$ cat config.mk
export PLATFORM = sky130hd
export DESIGN_NAME = lpm_ctrl
export DESIGN_NICKNAME = d
export VERILOG_FILES = /design/src/rtl/lpm_pkg.sv /design/src/rtl/lpm_entry_gate.sv /design/src/rtl/lpm_wake_detect.sv /design/src/rtl/lpm_wait_timer.sv /design/src/rtl/lpm_ctrl.sv
export SDC_FILE = /design/constraint.sdc
export NUM_CORES = 1
export LEC_CHECK = 0
export ABC_AREA = 1
export BUFFER_PORTS_ARGS = -buffer_cell sky130_fd_sc_hd__buf_2
export CORE_MARGIN = 1
export CORE_UTILIZATION = 48
export CTS_BUF_LIST = sky130_fd_sc_hd__clkbuf_2
export DETAILED_ROUTE_END_ITERATION = 7
export GPL_ROUTABILITY_DRIVEN = 0
export PLACE_DENSITY = 0.78
export SLEW_MARGIN = 20
export SYNTH_ARGS = -nofsm -noshare
export SYNTH_HDL_FRONTEND = slang
export SYNTH_SLANG_ARGS = --single-unit
$ cat constraint.sdc
create_clock -name clk -period 1.4 [get_ports clk]
set_clock_uncertainty 0.2 [all_clocks]
set_input_delay 0.14 -clock clk [delete_from_list [all_inputs] [get_ports clk]]
set_output_delay 0.14 -clock clk [all_outputs]
set_load 0.05 [all_outputs]
$ cat src/rtl/lpm_pkg.sv
package lpm_pkg;

    typedef enum logic [1:0] {
        MODE_RUN     = 2'd0,
        MODE_SLEEP   = 2'd1,
        MODE_STOP    = 2'd2,
        MODE_STANDBY = 2'd3
    } lpm_mode_e;

    typedef enum logic [2:0] {
        ST_RUN       = 3'd0,
        ST_DRAIN     = 3'd1,
        ST_SLEEP     = 3'd2,
        ST_STOP      = 3'd3,
        ST_STOP_WAIT = 3'd4,
        ST_STANDBY   = 3'd5,
        ST_RST_REQ   = 3'd6
    } lpm_state_e;

    typedef enum logic [1:0] {
        TGT_SLEEP   = 2'd0,
        TGT_STOP    = 2'd1,
        TGT_STANDBY = 2'd2
    } lpm_target_e;

    typedef struct packed {
        lpm_mode_e mode;
        logic      cpu_clk_en;
        logic      core_clk_en;
        logic      osc_en;
        logic      reg_on;
        logic      reg_lp_sel;
        logic      sys_rst_req;
    } lpm_ctl_s;

endpackage

$ cat src/rtl/lpm_entry_gate.sv
module lpm_entry_gate
    import lpm_pkg::*;
(
    input  logic        req_wfi,
    input  logic        req_wfe,
    input  logic        deep_sel,
    input  logic        pd_deep,
    input  logic        irq_pend,
    input  logic        evt_pend,
    input  logic        wake_flag,
    output logic        accept,
    output logic        kind_wfe,
    output lpm_target_e target
);

    logic any_req;
    logic blocked;

    always_comb begin
        any_req  = req_wfi | req_wfe;
        // Wait-for-interrupt wins when both pulses arrive together.
        kind_wfe = req_wfe & ~req_wfi;
        blocked  = kind_wfe ? evt_pend : irq_pend;

        if (!deep_sel) begin
            target = TGT_SLEEP;
        end else if (pd_deep) begin
            target = TGT_STANDBY;
        end else begin
            target = TGT_STOP;
        end

        accept = any_req & ~blocked & ~((target == TGT_STANDBY) & wake_flag);
    end

endmodule

$ cat src/rtl/lpm_wake_detect.sv
module lpm_wake_detect
    import lpm_pkg::*;
#(
    parameter int N_PINS = 2,
    parameter int N_RTC  = 5
) (
    input  logic              clk,
    input  logic              rst_n,
    input  logic [N_PINS-1:0] wake_pin,
    input  logic [N_RTC-1:0]  rtc_evt,
    input  logic              ext_wake_rst,
    input  logic              sleep_wfe,
    input  logic              irq_pend,
    input  logic              evt_pend,
    output logic              sb_wake,
    output logic              sleep_exit
);

    logic [N_PINS-1:0] pin_q;
    logic [N_PINS-1:0] pin_rise;

    // One edge detector per pin; the history runs in every state.
    for (genvar gi = 0; gi < N_PINS; gi++) begin : g_pin
        always_ff @(posedge clk or negedge rst_n) begin
            if (!rst_n) begin
                pin_q[gi] <= 1'b0;
            end else begin
                pin_q[gi] <= wake_pin[gi];
            end
        end
        assign pin_rise[gi] = wake_pin[gi] & ~pin_q[gi];
    end

    always_comb begin
        sb_wake    = (|pin_rise) | (|rtc_evt) | ext_wake_rst;
        sleep_exit = sleep_wfe ? evt_pend : irq_pend;
    end

endmodule

$ cat src/rtl/lpm_wait_timer.sv
module lpm_wait_timer #(
    parameter int CNT_W = 8
) (
    input  logic             clk,
    input  logic             rst_n,
    input  logic             load,
    input  logic [CNT_W-1:0] load_val,
    input  logic             run,
    output logic             done
);

    logic [CNT_W-1:0] cnt_q;

    always_ff @(posedge clk or negedge rst_n) begin
        if (!rst_n) begin
            cnt_q <= '0;
        end else if (load) begin
            cnt_q <= load_val;
        end else if (run && cnt_q != '0) begin
            cnt_q <= cnt_q - 1'b1;
        end
    end

    assign done = (cnt_q == '0);

endmodule

$ cat src/rtl/lpm_ctrl.sv
module lpm_ctrl
    import lpm_pkg::*;
#(
    parameter int N_PINS = 2,
    parameter int N_RTC  = 5,
    parameter int CNT_W  = 8
) (
    input  logic              clk,
    input  logic              rst_n,
    input  logic              req_wfi,
    input  logic              req_wfe,
    input  logic              deep_sel,
    input  logic              pd_deep,
    input  logic              lp_deep,
    input  logic              irq_pend,
    input  logic              evt_pend,
    input  logic              flash_busy,
    input  logic              apb_busy,
    input  logic              wake_flag,
    input  logic              stop_wake,
    input  logic [N_PINS-1:0] wake_pin,
    input  logic [N_RTC-1:0]  rtc_evt,
    input  logic              ext_wake_rst,
    input  logic [CNT_W-1:0]  lp_wait_cnt,
    output logic [1:0]        mode,
    output logic              cpu_clk_en,
    output logic              core_clk_en,
    output logic              osc_en,
    output logic              reg_on,
    output logic              reg_lp_sel,
    output logic              sys_clk_rc,
    output logic              sys_rst_req
);

    lpm_state_e  state_q, state_d;
    lpm_target_e target_q, gate_target;
    logic        wfe_q, lp_q, rc_q;
    logic        accept, kind_wfe;
    logic        sb_wake, sleep_exit;
    logic        busy, tmr_load, tmr_done;
    lpm_ctl_s    ctl;

    lpm_entry_gate u_gate (
        .req_wfi   (req_wfi),
        .req_wfe   (req_wfe),
        .deep_sel  (deep_sel),
        .pd_deep   (pd_deep),
        .irq_pend  (irq_pend),
        .evt_pend  (evt_pend),
        .wake_flag (wake_flag),
        .accept    (accept),
        .kind_wfe  (kind_wfe),
        .target    (gate_target)
    );

    lpm_wake_detect #(
        .N_PINS (N_PINS),
        .N_RTC  (N_RTC)
    ) u_wake (
        .clk          (clk),
        .rst_n        (rst_n),
        .wake_pin     (wake_pin),
        .rtc_evt      (rtc_evt),
        .ext_wake_rst (ext_wake_rst),
        .sleep_wfe    (wfe_q),
        .irq_pend     (irq_pend),
        .evt_pend     (evt_pend),
        .sb_wake      (sb_wake),
        .sleep_exit   (sleep_exit)
    );

    assign tmr_load = (state_q == ST_STOP) & stop_wake & lp_q;

    lpm_wait_timer #(
        .CNT_W (CNT_W)
    ) u_timer (
        .clk      (clk),
        .rst_n    (rst_n),
        .load     (tmr_load),
        .load_val (lp_wait_cnt),
        .run      (state_q == ST_STOP_WAIT),
        .done     (tmr_done)
    );

    assign busy = flash_busy | apb_busy;

    // Next-state logic
    always_comb begin
        state_d = state_q;
        unique case (state_q)
            ST_RUN: begin
                if (accept) begin
                    if (gate_target == TGT_SLEEP) begin
                        state_d = ST_SLEEP;
                    end else if (busy) begin
                        state_d = ST_DRAIN;
                    end else if (gate_target == TGT_STANDBY) begin
                        state_d = ST_STANDBY;
                    end else begin
                        state_d = ST_STOP;
                    end
                end
            end
            ST_DRAIN: begin
                if (!busy) begin
                    state_d = (target_q == TGT_STANDBY) ? ST_STANDBY : ST_STOP;
                end
            end
            ST_SLEEP: begin
                if (sleep_exit) state_d = ST_RUN;
            end
            ST_STOP: begin
                if (stop_wake) state_d = lp_q ? ST_STOP_WAIT : ST_RUN;
            end
            ST_STOP_WAIT: begin
                if (tmr_done) state_d = ST_RUN;
            end
            ST_STANDBY: begin
                if (sb_wake) state_d = ST_RST_REQ;
            end
            ST_RST_REQ: begin
                state_d = ST_RUN;
            end
            default: state_d = ST_RUN;
        endcase
    end

    // State and context registers
    always_ff @(posedge clk or negedge rst_n) begin
        if (!rst_n) begin
            state_q  <= ST_RUN;
            target_q <= TGT_SLEEP;
            wfe_q    <= 1'b0;
            lp_q     <= 1'b0;
            rc_q     <= 1'b0;
        end else begin
            state_q <= state_d;
            if (state_q == ST_RUN && accept) begin
                target_q <= gate_target;
                wfe_q    <= kind_wfe;
                lp_q     <= lp_deep;
            end
            if (state_q == ST_STOP && stop_wake) begin
                rc_q <= 1'b1;
            end
        end
    end

    // Output decode
    always_comb begin
        ctl = '{mode: MODE_RUN, cpu_clk_en: 1'b1, core_clk_en: 1'b1,
                osc_en: 1'b1, reg_on: 1'b1, reg_lp_sel: 1'b0,
                sys_rst_req: 1'b0};
        unique case (state_q)
            ST_RUN, ST_DRAIN: begin
            end
            ST_SLEEP: begin
                ctl.mode       = MODE_SLEEP;
                ctl.cpu_clk_en = 1'b0;
            end
            ST_STOP: begin
                ctl.mode        = MODE_STOP;
                ctl.cpu_clk_en  = 1'b0;
                ctl.core_clk_en = 1'b0;
                ctl.osc_en      = 1'b0;
                ctl.reg_lp_sel  = lp_q;
            end
            ST_STOP_WAIT: begin
                ctl.mode        = MODE_STOP;
                ctl.cpu_clk_en  = 1'b0;
                ctl.core_clk_en = 1'b0;
            end
            ST_STANDBY: begin
                ctl.mode        = MODE_STANDBY;
                ctl.cpu_clk_en  = 1'b0;
                ctl.core_clk_en = 1'b0;
                ctl.osc_en      = 1'b0;
                ctl.reg_on      = 1'b0;
            end
            ST_RST_REQ: begin
                ctl.mode        = MODE_STANDBY;
                ctl.cpu_clk_en  = 1'b0;
                ctl.core_clk_en = 1'b0;
                ctl.sys_rst_req = 1'b1;
            end
            default: begin
            end
        endcase
    end

    assign mode        = ctl.mode;
    assign cpu_clk_en  = ctl.cpu_clk_en;
    assign core_clk_en = ctl.core_clk_en;
    assign osc_en      = ctl.osc_en;
    assign reg_on      = ctl.reg_on;
    assign reg_lp_sel  = ctl.reg_lp_sel;
    assign sys_rst_req = ctl.sys_rst_req;
    assign sys_clk_rc  = rc_q;

endmodule

==> results_dict.tcl <==
set metrics [dict create \
    io_buffers 37 \
    syn_area_um2 1260 \
    hold_ws_ps 64.2 \
    place_hpwl_mm 2.52 \
    cp_data_required_time_ps 1060 \
    clk_pin_slew_ps 200 \
    worst-path-stages 9 \
    yosysSeqAreaShare_pct 35.6 \
    synth-seq-cells 18 \
    grtUsageMet2_pct 63.1 \
    std_cell_rows 18 \
    synth_cells 197 \
    setup_viol 24 \
    synth-main-ff-cell "dfrtp_1" \
    start_util_pct 51.1 \
    final_core_util_pct 93.7 \
    cts_tree "done" \
    synthArstFlopShare_pct 100 \
    tightest_slew_ps 443 \
    slowest_delay_ps 490 \
    die-area_um2 2840 \
    dr.first_iter.drc_count 170 \
    cts_buffer_depth 2 \
    synthDominantCellAreaShare_pct 35.6 \
    ys_types 24 \
    rsz0062_at_grt "yes" \
    grt_max_degree 19 \
    worstSetupPathType "reg -> out" \
    crit_fanout 4 \
    diodes 0 \
    io_pins 38 \
    grt_usage_pct 34.4 \
    grt_overflow 0 \
    p_leak_nw 1.22 \
    drc 0 \
    clk_latency_ps 320 \
    finalCritPeriodShare_pct 142 \
    route.vias.total 1997 \
    antenna_found_initial 0 \
    syn_nets 228 \
    synth_largest_area_cell "dfrtp_1" \
    viasPerCell 6.11 \
    clock-root-buffer "clkbuf_2" \
    syn_area_per_cell_um2 6.42 \
    drive_above_1_share_pct 46.1 \
    vdd_ir_drop_max_mv 2.68 \
    clock_sink_count 18 \
    hold_path_class "in -> async" \
    drt-total-wl_mm 6.82 \
    cp_slowest_cell "dfrtp_2" \
    area_growth_pct 83.5 \
    post-route-min-period_ps 1990 \
    start_kind "register" \
    die_h_um 53.3 \
    drtPass1Iterations 5 \
    maxCapViolCount 0 \
    cts_htree_levels 1 \
    path_cells "inv_2 > nand2_4 > nor2_4 > nor2_4 > nand2_4 > clkinvlp_4 > nand2_2 > clkinvlp_4 > buf_8" \
    critPathCaptureType "output port" \
    layout.nets 330 \
    violations "negative setup slack" \
    top_usage_layer "met2" \
    cts_buffers 3 \
    cp.buffers_inverters 4 \
    p_per_area_nw_per_um2 2220 \
    grt_pass1_wl_mm 6.82 \
    core_area_um2 2480 \
    antenna_left 0 \
    slew_viol_final 0 \
    path_delay_family "flip-flops" \
    fmax_ghz 0.502 \
    maxSlewHeadroom_pct 70.5 \
    arrival_ps 1650 \
    yosys_warnings 0 \
    grt_pass1_vias 1565 \
    grt_util_met1_pct 36.6 \
    setup_ws_ps -591 \
    synth.area.top_cells "dfrtp_1 36%, nand2_1 20%, inv_1 9.2%" \
    post-synth-top-count-cell "nand2_1" \
    r2r_cells 8 \
    timing_hold_violations_final 0 \
    grt.met3_usage_pct 4.31 \
    outcome "complete, but fails checks" \
    die_width_um 53.3 \
    routedWlPerCell_um 20.9 \
    synth-edff-count 0 \
    ys_top_cells_by_count "66 x nand2_1, 31 x inv_1, 24 x nor2_1" \
]
## cells by family after synthesis
logic type | count (synthesis) | synth area share [%]
xor gates and xnor gates | 3 | 2.08
and+or+nand+nor | 121 | 41.0
adders and majority gates | 2 | 1.98
DFF | 18 | 35.6
buffers and inverters | 35 | 10.6
AOI/OAI and AO/OA | 18 | 8.70
## where the power goes
part	internal (mW)	switching, mW	leakage (nW)
Clock	0.0584	0.174	0.0125
Combinational	1.60	2.36	0.994
Sequential	0.743	0.219	0.218
## metrics by stage
step	TNS (ps)	power [mW]	cell area, um^2	instances	setup WS [ps]
after detailed placement	-3350	3.43	1730	289	-221
after floorplan	-2980	2.58	1320	197	-643
after global routing	-11330	5.34	2320	327	-703
after global placement	-3150	3.39	1730	289	-221
final	-10200	5.15	2320	327	-591
after CTS	-5640	4.19	2120	319	-480
## cells in the final DEF (no fill, tap or decap), types with 2 or more instances in the layout
cell,synthesis,routed
nand2_4,0,5
o21ai_1,0,2
o21ai_0,10,8
clkinvlp_4,0,2
inv_4,0,2
nand3_2,1,3
buf_8,0,3
buf_4,0,35
nand4_1,2,2
inv_1,31,25
nand3_4,0,3
dfrtp_1,18,15
nor2_4,0,12
clkbuf_2,0,3
xor2_1,2,2
nand2_2,2,7
o211ai_1,2,2
a21oi_1,3,2
nor2_1,24,12
buf_2,1,31
dfrtp_2,0,3
nand2_1,66,55
dlygate4sd3_1,0,16
nor2_2,4,4
ha_1,2,2
nand3_1,18,13
nand3b_1,2,2
inv_2,2,4
buf_6,0,13
## layer usage
layer  up-vias  routed length [um]
met5         -                   0
met4         0                 758
met3        87                 809
met2       216                3050
met1       879                2200
li1        815                   -
## cell type report
class,count,area (um^2)
inverter,34,145
timing repair buffer,98,769
multi-input combinational,144,900
sequential,18,454
tap,30,37.5
fill,82,156
clock buffer,3,15.0
## final timing paths
| check | startpoint | slack [ps] | to |
|---|---|---|---|
| setup / recovery | state_q[1] | -590 | cpu_clk_en |
| hold / removal | rst_n | 60 | u_wake.pin_q[1] |
| setup reg to reg | u_timer.cnt_q[2] | -570 | u_timer.cnt_q[7] |
| hold reg to reg | sys_clk_rc | 320 | sys_clk_rc |
| max in group asynchronous | rst_n | 610 | target_q[1] |
| min in group clk | wake_flag | 100 | wfe_q |
## worst reg2reg max path, stage by stage, from the launching register on
cell     delay (ps)
dfrtp_1         430
buf_4           140
inv_1            60
nand3_1         100
nor2_1          330
nand3_1         210
nand2_1         160
nand3_1         150
nand3_1         120
## repair_timing
action / 4_1_cts / 5_1_grt
hold buffers: 16 / 0
cloned: 0 / 0
pin swaps: 7 / 21
setup buffers: 11 / 10
gates resized for setup: 38 / 39
setup endpoints to repair: 23 / 24
hold endpoints to repair: 32 / 0
## registers in the layout (all words and copies together) (netlist names)
signal,flops
wfe_q,1
lp_q,1
u_timer.cnt_q,8
target_q,2
u_wake.pin_q,2
state_q,3
sys_clk_rc,1
No activity file was read; power rests on OpenSTA's default activity.
